===== config.mk =====
export PLATFORM = sky130hd
export DESIGN_NAME = a429_rx
export DESIGN_NICKNAME = d
export VERILOG_FILES = /design/src/rtl/a429_rx_pkg.sv /design/src/rtl/a429_tick_gen.sv /design/src/rtl/a429_line_sampler.sv /design/src/rtl/a429_word_framer.sv /design/src/rtl/a429_rx.sv
export SDC_FILE = /design/constraint.sdc
export NUM_CORES = 1
export LEC_CHECK = 0
export BUFFER_PORTS_ARGS = -buffer_cell sky130_fd_sc_hd__buf_2
export CAP_MARGIN = 5
export CORE_UTILIZATION = 54
export CTS_BUF_LIST = sky130_fd_sc_hd__clkbuf_2 sky130_fd_sc_hd__clkbuf_4 sky130_fd_sc_hd__clkbuf_8
export CTS_CLUSTER_DIAMETER = 200
export CTS_CLUSTER_SIZE = 10
export DETAILED_ROUTE_END_ITERATION = 8
export PLACE_DENSITY = 0.79
export SKIP_LAST_GASP = 1
export SLEW_MARGIN = 15
export SYNTH_ARGS = -nofsm -noshare
export SYNTH_HDL_FRONTEND = slang
export SYNTH_SLANG_ARGS = --single-unit

===== constraint.sdc =====
create_clock -name clk -period 2.4 [get_ports clk]
set_clock_uncertainty 0.05 [all_clocks]
set_input_delay 0 -clock clk [delete_from_list [all_inputs] [get_ports clk]]
set_output_delay 0 -clock clk [all_outputs]
set_load 0.01 [all_outputs]

===== src/rtl/a429_rx_pkg.sv =====
package a429_rx_pkg;

  localparam int WORD_BITS = 32;

  typedef enum logic [1:0] {
    LV_NULL = 2'd0,
    LV_ONE  = 2'd1,
    LV_ZERO = 2'd2,
    LV_BAD  = 2'd3
  } line_lvl_e;

  function automatic line_lvl_e classify(input logic hi, input logic lo);
    case ({hi, lo})
      2'b10:   return LV_ONE;
      2'b01:   return LV_ZERO;
      2'b00:   return LV_NULL;
      default: return LV_BAD;
    endcase
  endfunction

  // Odd parity over the full word is expected; returns 1 on failure.
  function automatic logic parity_fail(input logic [WORD_BITS-1:0] w);
    return ~(^w);
  endfunction

endpackage


===== src/rtl/a429_tick_gen.sv =====
module a429_tick_gen #(
  parameter int TICK_DIV = 50,
  parameter int LS_SCALE = 8
) (
  input  logic clk,
  input  logic rst_n,
  input  logic low_speed,
  output logic sample_en
);
  localparam int DW = $clog2(TICK_DIV + 1);
  localparam int SW = $clog2(LS_SCALE + 1);

  logic [DW-1:0] div_q;
  logic [SW-1:0] ls_q;
  logic          base_tick;
  logic          slow_tick;

  assign base_tick = (div_q == DW'(TICK_DIV - 1));
  assign slow_tick = base_tick && (ls_q == SW'(LS_SCALE - 1));
  assign sample_en = low_speed ? slow_tick : base_tick;

  always_ff @(posedge clk) begin
    if (!rst_n) begin
      div_q <= '0;
      ls_q  <= '0;
    end else begin
      div_q <= base_tick ? '0 : div_q + 1'b1;
      if (base_tick) begin
        ls_q <= (ls_q == SW'(LS_SCALE - 1)) ? '0 : ls_q + 1'b1;
      end
    end
  end
endmodule


===== src/rtl/a429_line_sampler.sv =====
module a429_line_sampler
  import a429_rx_pkg::*;
#(
  parameter int QUAL = 3
) (
  input  logic clk,
  input  logic rst_n,
  input  logic line_hi,
  input  logic line_lo,
  input  logic sample_en,
  output logic bit_evt,
  output logic bit_val,
  output logic null_smp,
  output logic err_evt
);
  logic hi_s1, hi_s2, lo_s1, lo_s2;
  logic [QUAL-1:0] ones_q, zeros_q, nulls_q;
  logic [QUAL-1:0] ones_nx, zeros_nx, nulls_nx;
  logic armed_q;
  line_lvl_e lvl;
  logic one_ok, zero_ok, null_ok;

  assign lvl      = classify(hi_s2, lo_s2);
  assign ones_nx  = {ones_q[QUAL-2:0],  lvl == LV_ONE};
  assign zeros_nx = {zeros_q[QUAL-2:0], lvl == LV_ZERO};
  assign nulls_nx = {nulls_q[QUAL-2:0], lvl == LV_NULL};
  assign one_ok   = &ones_nx;
  assign zero_ok  = &zeros_nx;
  assign null_ok  = &nulls_nx;

  assign bit_evt  = sample_en && armed_q && (one_ok || zero_ok);
  assign bit_val  = one_ok;
  assign null_smp = sample_en && (lvl == LV_NULL);
  assign err_evt  = sample_en && (lvl == LV_BAD);

  always_ff @(posedge clk) begin
    if (!rst_n) begin
      hi_s1   <= 1'b0;
      hi_s2   <= 1'b0;
      lo_s1   <= 1'b0;
      lo_s2   <= 1'b0;
      ones_q  <= '0;
      zeros_q <= '0;
      nulls_q <= '0;
      armed_q <= 1'b0;
    end else begin
      hi_s1 <= line_hi;
      hi_s2 <= hi_s1;
      lo_s1 <= line_lo;
      lo_s2 <= lo_s1;
      if (sample_en) begin
        ones_q  <= ones_nx;
        zeros_q <= zeros_nx;
        nulls_q <= nulls_nx;
        if (err_evt || bit_evt) armed_q <= 1'b0;
        else if (null_ok)       armed_q <= 1'b1;
      end
    end
  end
endmodule


===== src/rtl/a429_word_framer.sv =====
module a429_word_framer
  import a429_rx_pkg::*;
#(
  parameter int GAP_TICKS = 20
) (
  input  logic                 clk,
  input  logic                 rst_n,
  input  logic                 sample_en,
  input  logic                 bit_evt,
  input  logic                 bit_val,
  input  logic                 null_smp,
  input  logic                 err_evt,
  input  logic                 reject_par,
  output logic                 gap_evt,
  output logic                 word_valid,
  output logic [WORD_BITS-1:0] word_data,
  output logic                 word_perr,
  output logic                 frame_err,
  output logic                 line_err
);
  localparam int GW = $clog2(GAP_TICKS + 1);
  localparam int CW = $clog2(WORD_BITS + 2);
  localparam logic [CW-1:0] CNT_FULL = CW'(WORD_BITS);
  localparam logic [CW-1:0] CNT_OVER = CW'(WORD_BITS + 1);

  logic [GW-1:0]        null_run_q;
  logic [CW-1:0]        cnt_q;
  logic [WORD_BITS-1:0] shift_q;
  logic                 gap_seen_q;
  logic                 complete, perr_now, deliver;

  assign gap_evt  = null_smp && (null_run_q == GW'(GAP_TICKS - 1));
  assign complete = (cnt_q == CNT_FULL);
  assign perr_now = parity_fail(shift_q);
  assign deliver  = gap_evt && complete && !(perr_now && reject_par);

  always_ff @(posedge clk) begin
    if (!rst_n) begin
      null_run_q <= '0;
      cnt_q      <= '0;
      shift_q    <= '0;
      gap_seen_q <= 1'b0;
      word_valid <= 1'b0;
      word_data  <= '0;
      word_perr  <= 1'b0;
      frame_err  <= 1'b0;
      line_err   <= 1'b0;
    end else begin
      word_valid <= deliver;
      if (deliver) begin
        word_data <= shift_q;
        word_perr <= perr_now;
      end
      if (sample_en) begin
        if (!null_smp)                           null_run_q <= '0;
        else if (null_run_q != GW'(GAP_TICKS))   null_run_q <= null_run_q + 1'b1;
      end
      if (err_evt) begin
        cnt_q      <= '0;
        gap_seen_q <= 1'b0;
        line_err   <= 1'b1;
      end else if (gap_evt) begin
        gap_seen_q <= 1'b1;
        cnt_q      <= '0;
        if (cnt_q != '0 && !complete) frame_err <= 1'b1;
      end else if (bit_evt && gap_seen_q) begin
        shift_q <= {bit_val, shift_q[WORD_BITS-1:1]};
        cnt_q   <= (cnt_q == CNT_OVER) ? CNT_OVER : cnt_q + 1'b1;
      end
    end
  end
endmodule


===== src/rtl/a429_rx.sv =====
module a429_rx
  import a429_rx_pkg::*;
#(
  parameter int TICK_DIV  = 50,
  parameter int LS_SCALE  = 8,
  parameter int QUAL      = 3,
  parameter int GAP_TICKS = 20
) (
  input  logic        clk,
  input  logic        rst_n,
  input  logic        line_hi,
  input  logic        line_lo,
  input  logic        cfg_low_speed,
  input  logic        cfg_reject_par,
  output logic        word_valid,
  output logic [31:0] word_data,
  output logic        word_perr,
  output logic        frame_err,
  output logic        line_err
);
  logic sample_en;
  logic bit_evt, bit_val, null_smp, err_evt, gap_evt;

  a429_tick_gen #(.TICK_DIV(TICK_DIV), .LS_SCALE(LS_SCALE)) u_tick (
    .clk(clk), .rst_n(rst_n), .low_speed(cfg_low_speed), .sample_en(sample_en)
  );

  a429_line_sampler #(.QUAL(QUAL)) u_smp (
    .clk(clk), .rst_n(rst_n), .line_hi(line_hi), .line_lo(line_lo),
    .sample_en(sample_en), .bit_evt(bit_evt), .bit_val(bit_val),
    .null_smp(null_smp), .err_evt(err_evt)
  );

  a429_word_framer #(.GAP_TICKS(GAP_TICKS)) u_frm (
    .clk(clk), .rst_n(rst_n), .sample_en(sample_en), .bit_evt(bit_evt),
    .bit_val(bit_val), .null_smp(null_smp), .err_evt(err_evt),
    .reject_par(cfg_reject_par), .gap_evt(gap_evt), .word_valid(word_valid),
    .word_data(word_data), .word_perr(word_perr), .frame_err(frame_err),
    .line_err(line_err)
  );
endmodule


==> flow_summary.toml, run 1 <==
[clocking]
path_clk_slew_ps = 100
htree_num_levels = 3
cts_root_buf = "clkbuf_8"
clock-sinks = 101
cts_buffers = 9
cts_tree = "built"
cts_buffer_depth = 2
clock_latency_ps = 370

[timing]
tightestPinTransition_ps = 748
final.setup.tns_ps = 0
rsz0062_at_grt = "true"
hold_viol_final = 0
fin_crit_sh_pct = 93.7
max_freq_mhz = 445
period_minus_slack_ps = 2250
timing.hold.ws_ps = 63.3
setup_viol = 0
slew_violations = 0
slew_headroom_pct = 50.1

[run_status]
status = "complete, no violations"

[synthesis]
synthesis.nets = 603
synthArstFlopShare_pct = 0
yosysWarnings = 0
syn_avg_cell_area_um2 = 8.13
yosysSeqAreaShare_pct = 42.2
yosysTopAreaCell = "dfxtp_1"
synth_ff_type = "dfxtp_1"
synthTopCellsByArea = "dfxtp_1, nand2_1, o311ai_1"
ys_types = 39
synth-edff-count = 0
post-synth-top-area-fraction_pct = 42.2
synthesis.area_mm2 = 0.00479
syn_inst = 589
ys_ff_latch = 101

[global_routing]
track_usage_pct = 22.3
grt_pass1_vias = 3788
antenna_found_initial = 0
grt_max_degree = 67
grt_pass1_wl_um = 16400
gr-total-overflow = 0

[route]
remaining_drc_errors = 0
drtPass1Iterations = 5
route.vias.total = 4308
avgViaCountPerCell = 5.98
drt_iter0_markers = 196
post_drt_wl_per_cell_um = 13.9
drt_wl_total_um = 9980
drtAntennaViolNets = 0

[finish]
fin_area_mm2 = 0.00528
multi_input_area_mm2 = 0.00249
antenna_cells = 0
nFillCells = 711
final_nets = 624
utilization_pct = 63.0
drive_above_1_share_pct = 13.2
area_growth_pct = 10.2
regArea_mm2 = 0.00202

[power]
p_per_area_mw_per_mm2 = 530
peakVddDrop_v = 0.000404
totalPowerFinal_mw = 2.80
leakage_nw = 1.79

[job]
maxCapViolCount = 0

[setup_path]
cp_slowest_cell = "a2111o_1"
crit_path_cell_trace = "ha_1 > nand3b_1 > a2111o_1 > nor2_1 > nand3_2 > buf_8 > nor3_1 > a31oi_1 > o311ai_1"
arrival_ps = 2480
end_kind = "register"
path_max_fanout = 66
cp-start-kind = "register"
cp.required_ps = 2640
worstSetupPathType = "register to register"
cpPeakStageDelay_ps = 470

[placed_design]
port_buffers = 41
place_area_mm2 = 0.00505
dpl.hpwl_um = 6520
place_congestion = 0.812

[floorplanning]
start_util_pct = 57.1
die_x_um = 96.2
rows = 33
die-area_mm2 = 0.00925
core_area_mm2 = 0.00838
die_h_um = 96.2
io_pins = 42

[worst_hold_path]
min_path_type = "primary input to register"
[routing by layer]
metal	routed length (um)	vias up	global-route usage (%)	part of all wire, %
li1	-	2165	-	-
met1	4700	2056	27.4	47
met2	4830	77	38.7	48
met3	340	10	5.21	3.4
met4	111	0	5.97	1.1
met5	0	-	0	0
[cells in the mapped netlist, drive strengths merged, types with 5 or more instances]
| library cell | count |
|---|---|
| ha | 8 |
| nand2 | 117 |
| dfxtp | 101 |
| a21oi | 50 |
| nand4 | 34 |
| xor2 | 9 |
| buf | 17 |
| inv | 7 |
| clkbuf | 35 |
| and2 | 7 |
| o311ai | 32 |
| xnor2 | 31 |
| o21ai | 5 |
| nor2 | 28 |
| nor3 | 36 |
| nand3 | 11 |
| a31oi | 35 |
[registers in the layout, summed over array words and instances, names as in the netlist, 2 cells and up]
register,flops
u_tick.div_q,6
u_smp.zeros_q,2
u_frm.cnt_q,6
u_smp.ones_q,2
u_smp.nulls_q,2
u_frm.null_run_q,5
u_frm.word_data,32
u_frm.shift_q,32
u_tick.ls_q,4
[kinds of logic after synthesis]
logic type	synth area share, %
compound gates	17.8
simple gates	24.3
mux	0.235
xor+xnor	7.32
flops	42.2
fa+ha+maj	2.09
buf+inv	5.99
[final timing paths]
path / cells past startpoint / slack, ps / to / start
setup / recovery: 9 / 150 / u_frm.word_data[13] / u_tick.ls_q[0]
hold / removal: 5 / 60 / u_smp.ones_q[1] / cfg_low_speed
setup reg to reg: 9 / 150 / u_frm.word_data[13] / u_tick.ls_q[0]
hold reg to reg: 1 / 390 / u_smp.lo_s2 / u_smp.lo_s1
[cells in the final DEF (no fill, tap or decap), types with 11 or more instances in the layout]
cell type  instances
dfxtp_1          101
nor3_1            36
xnor2_1           30
nor2_1            28
clkbuf_8          11
buf_2             41
nand4_1           34
a21oi_1           50
nand2_1          117
buf_4             14
a31oi_1           35
o311ai_1          32
[final cells by class]
class / instances / area share, %
Multi-Input combinational cell: 429 / 47.1
Sequential cell: 101 / 38.3
Timing Repair Buffer: 62 / 8.06
Clock buffer: 11 / 2.87
Tap cell: 105 / 2.49
Clock inverter: 5 / 0.664
Inverter: 7 / 0.498
[power by group]
group | internal, mW | total (mW) | switching [mW]
combinational | 0.0270 | 0.0995 | 0.0725
clock | 0.434 | 1.01 | 0.577
sequential | 1.68 | 1.69 | 0.00577
total | 2.14 | 2.80 | 0.655
[per-stage QoR]
| stage | instances | setup WS (ps) |
|---|---|---|
| global placement | 700 | 235 |
| floorplan | 589 | 245 |
| finish | 720 | 151 |
| CTS | 718 | 47.1 |
| global route | 720 | -12.4 |
| detailed placement | 700 | 103 |
[repair_timing]
| action | CTS | global route |
|---|---|---|
| hold buffers | 2 | 0 |
| hold endpoints to repair | 2 | 0 |
| setup endpoints to repair | 0 | 25 |
| resized for setup | 0 | 3 |
| setup buffers | 0 | 2 |
[worst max-delay path, delay by kind of cell (launching register included)]
family          cells  cell delay [ps]
simple gates        4              670
compound gates      3              630
flops               1              370
buf+inv             1              240
fa+ha+maj           1              190
(Power assumes the default switching activity.)
==> inputs of run 2 (changes only) <==
==> constraint.sdc (replaced) <==
create_clock -name clk -period 2.4 [get_ports clk]
set_clock_uncertainty 0.05 [all_clocks]
set_input_delay 0.48 -clock clk [delete_from_list [all_inputs] [get_ports clk]]
set_output_delay 0.48 -clock clk [all_outputs]
set_load 0.01 [all_outputs]
==> run 2 against run 1 <==
  * Largest cell class unchanged
  * Non-clock buffer count did not move
  * Power grew 9.1%
  * Sequential power is essentially flat
  * First-iteration DRC count increased by 17%
==> flow_summary.toml, run 2 (synthesized netlist as in run 1, its figures left out) <==
[global_routing]
antenna_found_initial = 0
gr-total-overflow = 0
grt_pass1_wl_um = 16700
grt_pass1_vias = 3799
track_usage_pct = 22.9
grt_max_degree = 67

[setup_path]
arrival_ps = 2430
cp.required_ps = 2600
worstSetupPathType = "register to register"
crit_path_cell_trace = "ha_1 > nand3b_1 > a2111o_1 > nor2_1 > nand3_2 > buf_12 > a31oi_1 > o311ai_1"
crit_buf_inv = 1
cpPeakStageDelay_ps = 460
r2r_slack_ps = 160
critPathCapture = "u_frm.word_data[17]"
reg2regPathDepth = 8
cp_slowest_cell = "a2111o_1"
path_max_fanout = 66
critPathTopFamily = "compound AO/OA/AOI/OAI gates"
end_kind = "register"
r2r-end = "u_frm.word_data[17]"
cp-start-kind = "register"
crit_start = "u_tick.ls_q[0]"
reg2reg_from = "u_tick.ls_q[0]"
cp_num_cells = 8

[clocking]
htree_num_levels = 3
cts_buffer_depth = 2
cts_buffers = 9
cts_tree = "built"
ctsHoldBuffers = 0
cts_root_buf = "clkbuf_8"
clock_latency_ps = 370
path_clk_slew_ps = 90
clock-sinks = 101

[job]
maxCapViolCount = 0

[route]
remaining_drc_errors = 0
drt_iter0_markers = 229
post_drt_wl_per_cell_um = 14.2
drtAntennaViolNets = 0
drtPass1Iterations = 5
drt_wl_total_um = 10200
route.vias.total = 4316
avgViaCountPerCell = 5.99

[timing]
final.setup.tns_ps = 0
fin_crit_sh_pct = 93.2
tightestPinTransition_ps = 559
slew_violations = 0
max_freq_mhz = 447
slew_headroom_pct = 62.7
setup_viol = 0
hold_viol_final = 0
period_minus_slack_ps = 2240

[placed_design]
placedCellCount = 702
port_buffers = 41
dpl.hpwl_um = 6610
place_congestion = 0.815

[floorplanning]
core_area_mm2 = 0.00838
die_x_um = 96.2
start_util_pct = 57.1
rows = 33
io_pins = 42
die_h_um = 96.2
die-area_mm2 = 0.00925

[finish]
nFillCells = 735
largestRegisters = "u_frm.shift_q x32, u_frm.word_data x32"
drive_above_1_share_pct = 14.1
antenna_cells = 0
layout_commonest_cell = "nand2_1"
fin_cells = 720
final_nets = 624
final_cell_mix = "nand2_1, dfxtp_1, a21oi_1, buf_2, a31oi_1"
area_growth_pct = 11.4

[power]
leakage_nw = 1.82
peakVddDrop_v = 0.000433
p_per_area_mw_per_mm2 = 572

[worst_hold_path]
min_path_type = "primary input to register"
worstHoldStart = "line_lo"

[run_status]
status = "complete, no violations"
[run 2: cell types whose count changed in the layout (fill, tap and decap cells not counted), sizes merged]
| cell | previous run | this run |
|---|---|---|
| buf | 60 | 62 |
| bufinv | 0 | 2 |
| clkbuf | 11 | 13 |
| clkinv | 4 | 1 |
| clkinvlp | 1 | 0 |
| dlygate4sd3 | 2 | 0 |
[run 2: layer usage]
layer | part of all wire (%) | vias up | global-route usage, % | routed length [um]
met2 | 48 | 111 | 39.9 | 4930
li1 | - | 2159 | - | -
met5 | 0 | - | 0 | 0
met4 | 1.0 | 0 | 7.84 | 106
met3 | 4.5 | 10 | 4.82 | 456
met1 | 46 | 2036 | 27.7 | 4730
[run 2: worst register-to-register path: stages, from the launching register on]
cell	delay, ps
dfxtp_1	380
ha_1	200
nand3b_1	150
a2111o_1	460
nor2_1	150
nand3_2	130
buf_12	220
a31oi_1	260
o311ai_1	120
[run 2: power breakdown]
group / total, mW / internal (mW) / switching (mW) / leakage, nW
clock: 1.27 / 0.700 / 0.568 / 0.126
combinational: 0.0979 / 0.0243 / 0.0736 / 0.883
sequential: 1.69 / 1.68 / 0.00582 / 0.815
total: 3.05 / 2.41 / 0.648 / 1.82
[run 2: final cells by class]
cell class | instances | area [um^2] | share of cell area (%)
Multi-Input combinational cell | 429 | 2510 | 47.0
Sequential cell | 101 | 2020 | 37.9
Timing Repair Buffer | 62 | 404 | 7.58
Clock buffer | 13 | 179 | 3.35
Tap cell | 105 | 131 | 2.46
Clock inverter | 3 | 65.1 | 1.22
Inverter | 7 | 26.3 | 0.493
[run 2: worst min path at each step]
stage | endpoint | depth (start not counted)
after floorplan | u_smp.hi_s2 | 1
after global placement | u_smp.lo_s2 | 1
after detailed placement | u_smp.lo_s2 | 1
after CTS | u_smp.lo_s1 | 2
after global routing | u_smp.lo_s1 | 2
final | u_smp.lo_s1 | 2
[run 2: per-stage QoR]
step	power, mW	util (%)	instance area [um^2]	worst slack (ps)	hold slack (ps)
after floorplan	1.79	-	4790	245	362
after global placement	1.82	60.1	5040	223	364
after detailed placement	1.82	60.1	5040	92.8	376
after CTS	3.08	63.0	5280	42.2	250
after global routing	3.15	63.6	5330	-11.8	244
final	3.05	63.6	5330	163	260
[run 2: repair_timing]
item                       in CTS  in global routing
gates resized for setup         0                  9
setup endpoints to repair       0                 25
setup buffers                   0                  2
